[src/rtl/fill_shift_pkg.sv]
package fill_shift_pkg;
  typedef enum logic [1:0] {
    FILL_ZERO = 2'b00,
    FILL_ONE  = 2'b01,
    FILL_EDGE = 2'b10,
    FILL_ROT  = 2'b11
  } fill_mode_e;

  typedef enum logic {
    DIR_LEFT  = 1'b0,
    DIR_RIGHT = 1'b1
  } shift_dir_e;
endpackage

[src/rtl/fs_amt_dec.sv]
// Splits a register-wide count into the in-range shift and an overrange flag.
module fs_amt_dec #(
  parameter int AMT_W = 16,
  parameter int SH_W  = 4
) (
  input  logic [AMT_W-1:0] amt_i,
  output logic [SH_W-1:0]  shamt_o,
  output logic             ovf_o
);
  assign shamt_o = amt_i[SH_W-1:0];

  generate
    if (AMT_W > SH_W) begin : g_hi
      assign ovf_o = |amt_i[AMT_W-1:SH_W];
    end else begin : g_no_hi
      assign ovf_o = 1'b0;
    end
  endgenerate
endmodule

[src/rtl/fs_bit_rev.sv]
// Optional bit reversal; lets one left-only shifter serve both directions.
module fs_bit_rev #(
  parameter int W = 16
) (
  input  logic         en_i,
  input  logic [W-1:0] d_i,
  output logic [W-1:0] d_o
);
  logic [W-1:0] rev;

  generate
    for (genvar i = 0; i < W; i++) begin : g_rev
      assign rev[i] = d_i[W-1-i];
    end
  endgenerate

  assign d_o = en_i ? rev : d_i;
endmodule

[src/rtl/fs_fill_sel.sv]
module fs_fill_sel
  import fill_shift_pkg::*;
(
  input  fill_mode_e mode_i,
  input  logic       edge_i,
  output logic       fill_o,
  output logic       rot_o
);
  always_comb begin
    rot_o  = 1'b0;
    fill_o = 1'b0;
    unique case (mode_i)
      FILL_ZERO: fill_o = 1'b0;
      FILL_ONE:  fill_o = 1'b1;
      FILL_EDGE: fill_o = edge_i;
      FILL_ROT:  rot_o  = 1'b1;
      default:   fill_o = 1'b0;
    endcase
  end
endmodule

[src/rtl/fs_left_core.sv]
// Logarithmic left shifter; stage s moves by 2**s. W must be a power of two.
module fs_left_core #(
  parameter int W    = 16,
  parameter int SH_W = 4
) (
  input  logic [W-1:0]    d_i,
  input  logic [SH_W-1:0] shamt_i,
  input  logic            fill_i,
  input  logic            rot_i,
  output logic [W-1:0]    d_o
);
  logic [SH_W:0][W-1:0] stg;

  assign stg[0] = d_i;

  generate
    for (genvar s = 0; s < SH_W; s++) begin : g_stage
      localparam int N = 1 << s;
      logic [N-1:0] ins;
      assign ins        = rot_i ? stg[s][W-1 -: N] : {N{fill_i}};
      assign stg[s+1]   = shamt_i[s] ? {stg[s][W-N-1:0], ins} : stg[s];
    end
  endgenerate

  assign d_o = stg[SH_W];
endmodule

[src/rtl/fill_shifter.sv]
module fill_shifter
  import fill_shift_pkg::*;
#(
  parameter int WIDTH = 16,
  parameter int AMT_W = 16
) (
  input  logic [WIDTH-1:0] data_i,
  input  logic [AMT_W-1:0] amt_i,
  input  logic             dir_i,
  input  logic [1:0]       mode_i,
  output logic [WIDTH-1:0] data_o,
  output logic             zero_o
);
  localparam int SH_W = $clog2(WIDTH);

  logic [SH_W-1:0]  shamt;
  logic             ovf;
  logic [WIDTH-1:0] in_norm;
  logic [WIDTH-1:0] core_out;
  logic [WIDTH-1:0] pre_out;
  logic             fill_bit;
  logic             rot;
  logic             is_right;
  fill_mode_e       mode;

  assign is_right = (dir_i == DIR_RIGHT);
  assign mode     = fill_mode_e'(mode_i);

  fs_amt_dec #(.AMT_W(AMT_W), .SH_W(SH_W)) u_amt (
    .amt_i   (amt_i),
    .shamt_o (shamt),
    .ovf_o   (ovf)
  );

  fs_bit_rev #(.W(WIDTH)) u_rev_in (
    .en_i (is_right),
    .d_i  (data_i),
    .d_o  (in_norm)
  );

  // after normalisation, the vacated edge is always bit 0
  fs_fill_sel u_fill (
    .mode_i (mode),
    .edge_i (in_norm[0]),
    .fill_o (fill_bit),
    .rot_o  (rot)
  );

  fs_left_core #(.W(WIDTH), .SH_W(SH_W)) u_core (
    .d_i     (in_norm),
    .shamt_i (shamt),
    .fill_i  (fill_bit),
    .rot_i   (rot),
    .d_o     (core_out)
  );

  // overrange count saturates fill modes; rotate wraps
  assign pre_out = (ovf && !rot) ? {WIDTH{fill_bit}} : core_out;

  fs_bit_rev #(.W(WIDTH)) u_rev_out (
    .en_i (is_right),
    .d_i  (pre_out),
    .d_o  (data_o)
  );

  assign zero_o = ~|data_o;
endmodule

[config.mk]
export PLATFORM = sky130hd
export DESIGN_NAME = fill_shifter
export DESIGN_NICKNAME = d
export VERILOG_FILES = /design/src/rtl/fill_shift_pkg.sv /design/src/rtl/fs_amt_dec.sv /design/src/rtl/fs_bit_rev.sv /design/src/rtl/fs_fill_sel.sv /design/src/rtl/fs_left_core.sv /design/src/rtl/fill_shifter.sv
export SDC_FILE = /design/constraint.sdc
export NUM_CORES = 1
export LEC_CHECK = 0
export BUFFER_PORTS_ARGS = -buffer_cell sky130_fd_sc_hd__buf_4
export CELL_PAD_IN_SITES_DETAIL_PLACEMENT = 1
export CELL_PAD_IN_SITES_GLOBAL_PLACEMENT = 2
export CORE_MARGIN = 1
export CORE_UTILIZATION = 30
export DETAILED_ROUTE_END_ITERATION = 16
export PLACE_DENSITY_LB_ADDON = 0.08
export SETUP_SLACK_MARGIN = 0.2
export SLEW_MARGIN = 20
export SYNTH_ARGS = -nofsm -noshare
export SYNTH_HDL_FRONTEND = slang
export SYNTH_SLANG_ARGS = --single-unit
[constraint.sdc]
create_clock -name vclk -period 2.2
set_clock_uncertainty 0.1 [all_clocks]
set_input_delay 0.11 -clock vclk [all_inputs]
set_output_delay 0.11 -clock vclk [all_outputs]
set_load 0.01 [all_outputs]
==> impl_metrics.csv, run 1 <==
group,metric,value,unit
pwr,p_switching,464.1,µW
detailed_routing,routed.top_layer,"met4",
logic_synthesis,synth_warnings,0,
finish,multiInputGateArea,0.002307,mm²
finish,fin_nets,417,
min_path,hold_path_depth,5,
detailed_routing,vias,2632,
global_routing,grt_first_pass_wirelength,13.83,mm
setup_path,cp-end-kind,"primary output",
pwr,pwr-share-comb,1.000,
setup_path,crit_arrival,2.25,ns
detailed_routing,wl_met1,4.034,mm
clock_tree,cts_hold_buf,0,
finish,layout_commonest_cell,"buf_4",
timing,fin_tns_setup,-2.508,ns
timing,drv_slew,0,
logic_synthesis,synth_top_family_by_area,"multiplexers",
place,io_buffers,52,
detailed_routing,wl_per_cell,18.79,µm
logic_synthesis,netlist_area,0.002135,mm²
timing,final_hold_viol_count,0,
timing,max_clock_freq,407.0,MHz
global_routing,grt_max_degree,19,
logic_synthesis,yosysSeqAreaShare,0,
global_routing,antenna_found_initial,0,
place,hpwl,6.866,mm
detailed_routing,via_per_inst,5.564,
detailed_routing,drt_iter0_drc,90,
place,place.gp.congestion,0.8133,
timing,worstMarginPinSlew,0.3877,ns
timing,fin_hold_ws,0.7968,ns
timing,fin_ws,-0.2567,ns
flow_run,drv_cap,0,
timing,setup_violations,17,
setup_path,required,1.99,ns
logic_synthesis,synthSimpleGateAreaFrac,0.2192,
global_routing,grt-ovfl-total,0,
logic_synthesis,syn_nets,284,
detailed_routing,ant_nets,0,
logic_synthesis,synthAdderAreaFrac,0.01758,
floorplanning,fp.dieW,86.35,µm
floorplanning,initial_utilization,0.3125,
pwr,p_sw_frac,0.4619,
min_path,holdPathEnd,"data_o[11]",
floorplanning,io_pins,52,
detailed_routing,wl,8.886,mm
logic_synthesis,muxShareOfSynthArea,0.4408,
min_path,hold_path.class,"primary input to primary output",
pwr,leakage,0.001631,µW
pwr,seqPwrFrac,0,
setup_path,worst_setup_path_start_kind,"primary input",
detailed_routing,first_pass_iters,4,
detailed_routing,met2_length,4.481,mm
finish,antenna_cells,0,
min_path,min_from,"dir_i",
logic_synthesis,avgSynthCellArea,8.677,µm²
finish,clkbuf_count,0,
finish,fillers,808,
timing,slew-limit-headroom,0.7395,
finish,regArea,0,µm²
floorplanning,row_count,30,
run_status,violations,"setup timing",
logic_synthesis,synth_xor_area_frac,0.004103,
finish,nFlopsAndLatches,0,
timing,rsz0062_at_grt,"true",
setup_path,path_class,"primary input to primary output",
logic_synthesis,syn_inst,246,
pwr,p_per_area,267.8,mW/mm²
logic_synthesis,yosys.cell_types.count,60,
global_routing,grt_pass1_vias,2684,
pwr,p_int,540.6,µW
pwr,irDropWorstVdd,0.1053,mV
floorplanning,fp.dieH,86.35,µm
detailed_routing,drc,0,
run_status,status,"complete, but fails checks",
floorplanning,fp.dieArea,0.007456,mm²
logic_synthesis,synth-compound-area-share,0.2280,
global_routing,grt.total_usage,0.2329,
timing,min_period,2.457,ns
timing,post-route-period-util,1.117,
detailed_routing,wl_met3,221,µm
finish,final_cell_mix,"127 x buf_4, 27 x mux2i_1, 21 x buf_6, 18 x nand2_1, 18 x mux4_2",
pwr,pwr-share-clk,0,
setup_path,crit_path_max_fanout,4,
floorplanning,core_area,0.006832,mm²
finish,areaGrowthSynthToFinish,75.73,%
finish,drive_gt1_frac,0.6419,
## kinds of logic after synthesis
| family | count (synthesis) |
|---|---|
| buf+inv | 29 |
| compound gates | 63 |
| fa+ha+maj | 3 |
| simple gates | 87 |
| mux | 63 |
| xor+xnor | 1 |
## cells in the mapped netlist (2+ instances only)
library cell / n / area (µm²)
buf_2: 6 / 30.03
mux4_2: 15 / 337.8
o21ai_0: 4 / 20.02
nor4_1: 3 / 18.77
mux2i_1: 34 / 340.3
mux4_1: 7 / 183.9
a21o_1: 2 / 15.01
a22oi_1: 3 / 22.52
buf_6: 5 / 56.30
o31ai_1: 3 / 22.52
clkbuf_1: 5 / 18.77
o211ai_1: 3 / 22.52
ha_1: 3 / 37.54
or3b_2: 2 / 17.52
inv_1: 5 / 18.77
nand2_1: 18 / 67.56
nor2_1: 18 / 67.56
a221oi_1: 4 / 35.03
a211oi_1: 4 / 30.03
nor3b_1: 3 / 22.52
a31oi_1: 3 / 18.77
nor2b_1: 7 / 43.79
nand2b_1: 5 / 31.28
o32ai_1: 2 / 17.52
a211o_1: 4 / 35.03
o22ai_1: 2 / 12.51
nand4_1: 2 / 12.51
nor3_1: 7 / 35.03
nand3_1: 9 / 45.04
and2_1: 3 / 18.77
a21oi_1: 11 / 55.05
a211oi_2: 2 / 25.02
a41oi_1: 3 / 26.28
a21oi_2: 2 / 17.52
mux2_2: 7 / 78.83
buf_4: 6 / 45.04
## critical path, cell delays in order
cell,delay (ns)
buf_8,0.09
inv_4,0.04
ha_4,0.26
or3b_4,0.38
o211ai_1,0.18
buf_4,0.17
o21bai_4,0.13
o31ai_2,0.09
a221oi_2,0.28
buf_4,0.18
nor4b_4,0.04
nand4b_1,0.12
nor3_2,0.04
buf_4,0.14
## layout make-up
cell class,instances,area share
inverter,6,0.007672
multi-input combinational,217,0.6151
tap,96,0.03202
timing repair buffer,154,0.3452
## power by group through the flow
stage / Combinational [µW] / Clock [µW] / Sequential [µW]
floorplan: 457 / 0 / 0
global placement: 795 / 0 / 0
detailed placement: 810 / 0 / 0
CTS: 943 / 0 / 0
global route: 1070 / 0 / 0
finish: 1000 / 0 / 0
## timing repair
action / 4_1_cts / 5_1_grt
pin swaps: 17 / 8
buffers inserted: 13 / 5
resized for setup: 76 / 23
endpoints found under the setup margin: 17 / 17
cloned: 0 / 1
## metrics by stage
step / cells / area, µm² / util / worst slack [ns] / total power (µW)
after CTS: 467 / 3572 / 0.5229 / -0.2520 / 942.6
after detailed placement: 454 / 3134 / 0.4588 / -0.4993 / 809.7
final: 473 / 3751 / 0.5491 / -0.2567 / 1005
after floorplan: 246 / 2187 / - / -0.05951 / 457.0
after global placement: 454 / 3134 / 0.4588 / -0.5102 / 795.4
after global routing: 473 / 3751 / 0.5491 / -0.3743 / 1070
## how the worst max path moves through the flow
| stage | start | endpoint |
|---|---|---|
| 4_1_cts | mode_i[1] | zero_o |
| 6_report | mode_i[0] | zero_o |
| 3_5_place_dp | mode_i[0] | zero_o |
| 2_1_floorplan | amt_i[0] | zero_o |
| 5_1_grt | mode_i[0] | zero_o |
| 3_3_place_gp | mode_i[0] | zero_o |
## per-layer routing
layer,vias up,global-route usage
met5,-,0
met3,10,0.01048
li1,1249,-
met4,0,0.02879
met1,1326,0.3104
met2,47,0.4271
Power figures use the tool's default switching activity.
==> run 2: changes to the inputs <==
Clock period 2.2 ns to 2.04 ns, I/O delays scaled along.
==> run 2 against run 1 <==
The flow still finishes with violations (setup timing). Global-route usage increased by 1.8 points. Combinational power grew 16%. Die area unchanged. Worst hold slack lost 0.0071 ns. Core utilization grew 3.0 points. Critical path depth unchanged. Final cell count up 3.2%. Largest cell class unchanged. Highest routed layer unchanged.
==> impl_metrics.csv, run 2 (synthesis gave the netlist of run 1 again) <==
group,metric,value,unit
finish,clkbuf_count,0,
global_routing,grt_first_pass_wirelength,14.91,mm
setup_path,crit_family,"buffers and inverters",
setup_path,required,1.84,ns
finish,areaGrowthSynthToFinish,85.29,%
run_status,status,"complete, but fails checks",
detailed_routing,ant_nets,0,
place,place_inst,469,
detailed_routing,via_per_inst,5.576,
floorplanning,row_count,30,
setup_path,slowest_delay,0.37,ns
setup_path,cp_num_cells,14,
finish,regArea,0,µm²
setup_path,cp-end-kind,"primary output",
setup_path,path_class,"primary input to primary output",
floorplanning,fp.dieW,86.35,µm
timing,worstMarginPinSlew,0.4545,ns
finish,layout_commonest_cell,"buf_4",
floorplanning,initial_utilization,0.3125,
floorplanning,core_area,0.006832,mm²
finish,layout.cells.non_filler,488,
finish,final_cell_mix,"137 x buf_4, 28 x mux2i_1, 22 x buf_6, 18 x nand2_1, 17 x mux4_2",
timing,setup_violations,17,
timing,fin_hold_ws,0.7897,ns
detailed_routing,wl_per_cell,18.94,µm
run_status,violations,"setup timing",
finish,fin_nets,432,
floorplanning,fp.dieArea,0.007456,mm²
global_routing,grt_max_degree,20,
finish,final_cell_area,0.003955,mm²
pwr,irDropWorstVdd,0.09531,mV
finish,nFlopsAndLatches,0,
setup_path,critPathSlowestCell,"or3b_4",
place,io_buffers,52,
setup_path,cp_common_cell,"buf_4",
timing,max_clock_freq,400.1,MHz
global_routing,grt.total_usage,0.2510,
setup_path,worst_setup_path_start_kind,"primary input",
place,place.gp.congestion,0.8498,
min_path,hold_path.class,"primary input to primary output",
pwr,p_per_area,292.2,mW/mm²
detailed_routing,first_pass_iters,4,
detailed_routing,drc,0,
timing,final_hold_viol_count,0,
floorplanning,fp.dieH,86.35,µm
detailed_routing,drt_iter0_drc,117,
setup_path,crit_path_max_fanout,4,
setup_path,endpoint,"zero_o",
finish,fillers,785,
timing,rsz0062_at_grt,"true",
detailed_routing,wl,9.241,mm
global_routing,grt_pass1_vias,2879,
detailed_routing,vias,2721,
timing,drv_slew,0,
setup_path,cp_num_buf_inv,5,
finish,drive_gt1_frac,0.6556,
setup_path,cp_cell_sequence,"buf_8 -> ha_4 -> buf_12 -> or3b_4 -> o211ai_1 -> buf_4 -> o21bai_4 -> o31ai_4 -> a221oi_2 -> buf_4 -> nor4b_4 -> nand4b_1 -> nor3_2 -> buf_4",
floorplanning,io_pins,52,
flow_run,drv_cap,0,
global_routing,antenna_found_initial,0,
finish,antenna_cells,0,
timing,post-route-period-util,1.225,
pwr,leakage,0.001756,µW
place,placed_cell_area,0.003349,mm²
timing,min_period,2.499,ns
global_routing,grt-ovfl-total,0,
timing,fin_ws,-0.4592,ns
setup_path,critPathLaunch,"mode_i[1]",
setup_path,crit_arrival,2.30,ns
place,hpwl,7.044,mm
finish,final_util,0.5789,
timing,fin_tns_setup,-6.403,ns
timing,slew-limit-headroom,0.6944,
-- run 2: where the power goes --
part           switching [µW]  total [µW]  internal (µW)
registers                   0           0              0
clock network               0           0              0
logic                     522        1160            633
-- run 2: final cells by class --
type               instances  area [µm²]  share of cell area
multi-input cells        217        2336              0.5906
repair buffers           169        1474              0.3727
well taps                 96       120.1             0.03037
inverters                  6       25.02            0.006327
-- run 2: tightest hold or removal path: stages --
cell and delay [ns]:
buf_4 0.25, o32ai_4 0.15, nand4b_1 0.11, nor3_2 0.04
buf_4 0.13
-- run 2: worst min-delay path by stage --
stage | start | endpoint | slack, ns | cells after the start
after global placement | amt_i[3] | zero_o | 0.74 | 5
after CTS | amt_i[3] | zero_o | 0.76 | 5
after floorplan | data_i[7] | zero_o | 0.69 | 6
final | amt_i[3] | zero_o | 0.79 | 5
after detailed placement | amt_i[3] | zero_o | 0.75 | 5
after global routing | amt_i[3] | zero_o | 0.85 | 5
-- run 2: timing repair --
action | CTS | global route
hold buffers | 0 | 0
buffers inserted | 17 | 1
gates cloned | 1 | 0
setup endpoints to repair | 17 | 17
resized for setup | 69 | 26
pin swaps | 36 | 21
-- run 2: metrics by stage --
| step | setup slack (ns) | power (µW) |
|---|---|---|
| 2_1_floorplan | -0.2035 | 512.7 |
| 3_3_place_gp | -0.6094 | 916.0 |
| 3_5_place_dp | -0.6659 | 935.4 |
| 4_1_cts | -0.4438 | 1087 |
| 5_1_grt | -0.6251 | 1233 |
| 6_report | -0.4592 | 1155 |
-- run 2: per-layer routing --
| metal | share of wire | wire (µm) | GRT usage | up-vias |
|---|---|---|---|---|
| li1 | - | - | - | 1280 |
| met1 | 0.44 | 4083 | 0.3251 | 1383 |
| met2 | 0.52 | 4832 | 0.4791 | 52 |
| met3 | 0.027 | 251 | 0.005714 | 6 |
| met4 | 0.0080 | 74 | 0.02576 | 0 |
| met5 | 0 | 0 | 0 | - |
==> run 3: changes to the inputs <==
Settings changed: CELL_PAD_IN_SITES_DETAIL_PLACEMENT 1 to 0.
==> run 3 against run 2 <==
The flow still finishes with violations (setup timing). Design area shrank 1.9%. Largest power group unchanged. Die area is the same. Via count shrank 3.2%. Non-clock buffer count is the same. Total power shrank 3.7%. First-iteration DRC count grew 17%. Worst hold slack lost 0.038 ns. Critical path depth is the same.
==> impl_metrics.csv, run 3 (synthesis gave the netlist of run 1 again) <==
group,metric,value,unit
run_status,status,"complete, but fails checks",
run_status,violations,"setup timing",
global_routing,grt_max_degree,20,
timing,fin_hold_ws,0.7520,ns
floorplanning,fp.dieH,86.35,µm
finish,drive_gt1_frac,0.6301,
timing,max_clock_freq,403.2,MHz
timing,worstMarginPinSlew,0.3929,ns
timing,drv_slew,0,
detailed_routing,vias,2634,
timing,fin_ws,-0.4401,ns
setup_path,worst_setup_path_start_kind,"primary input",
min_path,holdPathEnd,"zero_o",
detailed_routing,via_per_inst,5.398,
place,io_buffers,52,
min_path,min_from,"amt_i[3]",
finish,antenna_cells,0,
detailed_routing,drc,0,
place,hpwl,6.372,mm
finish,final_cell_mix,"138 x buf_4, 31 x mux2i_1, 24 x buf_6, 18 x nand2_1, 16 x mux4_2",
floorplanning,initial_utilization,0.3125,
setup_path,required,1.84,ns
finish,layout_commonest_cell,"buf_4",
global_routing,grt_pass1_vias,2612,
detailed_routing,ant_nets,0,
pwr,leakage,0.001733,µW
setup_path,crit_arrival,2.28,ns
timing,min_period,2.480,ns
timing,rsz0062_at_grt,"true",
place,place_inst,469,
setup_path,cp-end-kind,"primary output",
timing,setup_violations,17,
global_routing,grt-ovfl-total,0,
finish,final_util,0.5679,
timing,post-route-period-util,1.216,
finish,regArea,0,µm²
floorplanning,fp.dieW,86.35,µm
pwr,p_per_area,286.9,mW/mm²
detailed_routing,first_pass_iters,4,
finish,areaGrowthSynthToFinish,81.77,%
floorplanning,row_count,30,
timing,slew-limit-headroom,0.7353,
detailed_routing,wl,8.021,mm
setup_path,path_class,"primary input to primary output",
finish,fin_nets,432,
place,place.gp.congestion,0.8498,
detailed_routing,drt_iter0_drc,137,
min_path,hold_path_depth,5,
pwr,irDropWorstVdd,0.1097,mV
global_routing,grt_first_pass_wirelength,13.21,mm
min_path,hold_path.class,"primary input to primary output",
timing,final_hold_viol_count,0,
finish,multiInputGateArea,0.002308,mm²
global_routing,antenna_found_initial,0,
flow_run,drv_cap,0,
finish,nFlopsAndLatches,0,
detailed_routing,wl_per_cell,16.44,µm
floorplanning,core_area,0.006832,mm²
floorplanning,io_pins,52,
global_routing,grt.total_usage,0.2197,
floorplanning,fp.dieArea,0.007456,mm²
finish,layout.cells.non_filler,488,
finish,fillers,661,
finish,clkbuf_count,0,
setup_path,crit_path_max_fanout,4,
run 3: per-stage QoR:
| stage | setup WS [ns] | area [µm²] | setup TNS, ns | total power (µW) |
|---|---|---|---|---|
| after global routing | -0.5645 | 3880 | -7.980 | 1193 |
| after global placement | -0.6094 | 3349 | -7.792 | 916.0 |
| after floorplan | -0.2035 | 2268 | -0.3288 | 512.7 |
| after detailed placement | -0.6279 | 3349 | -7.831 | 921.7 |
| final | -0.4401 | 3880 | -5.945 | 1113 |
| after CTS | -0.4233 | 3777 | -5.301 | 1069 |
run 3: per-layer routing:
metal | global-route usage | up-vias | part of all wire
li1 | - | 1282 | -
met1 | 0.3078 | 1297 | 0.46
met2 | 0.3925 | 51 | 0.51
met3 | 0.004762 | 4 | 0.028
met4 | 0.01970 | 0 | 0.0050
met5 | 0 | - | 0
run 3: worst max-delay path by stage:
stage	startpoint	endpoint	slack [ns]	cells after the start
floorplan	amt_i[0]	zero_o	-0.20	10
global placement	mode_i[0]	zero_o	-0.61	13
detailed placement	mode_i[0]	zero_o	-0.63	13
CTS	mode_i[0]	zero_o	-0.42	14
global route	mode_i[0]	zero_o	-0.56	13
finish	mode_i[0]	data_o[9]	-0.44	14
run 3: power by group:
group          internal (µW)  switching, µW  leakage (µW)
Sequential                 0              0             0
Combinational            621            493       0.00173
Clock                      0              0             0
run 3: final cells by class:
cell class	instances	share of cell area
inverters	6	0.006450
multi-input cells	217	0.5950
well taps	96	0.03096
repair buffers	169	0.3676
run 3: what timing repair did:
item	4_1_cts	5_1_grt
gates resized for setup	72	11
pin swaps	33	11
hold endpoints to repair	0	0
setup buffers	15	4
endpoints found under the setup margin	17	17
hold buffers	0	0
run 3: worst max-delay path, cell delays in order:
cell and delay, ns:
buf_8 0.11, inv_4 0.05, ha_4 0.20, or3b_4 0.40, o211ai_1 0.23, buf_4 0.17
o21bai_4 0.13, o31ai_4 0.09, a221oi_2 0.24, buf_4 0.19, buf_4 0.12, nor2_4 0.03
a21oi_2 0.10, buf_4 0.13
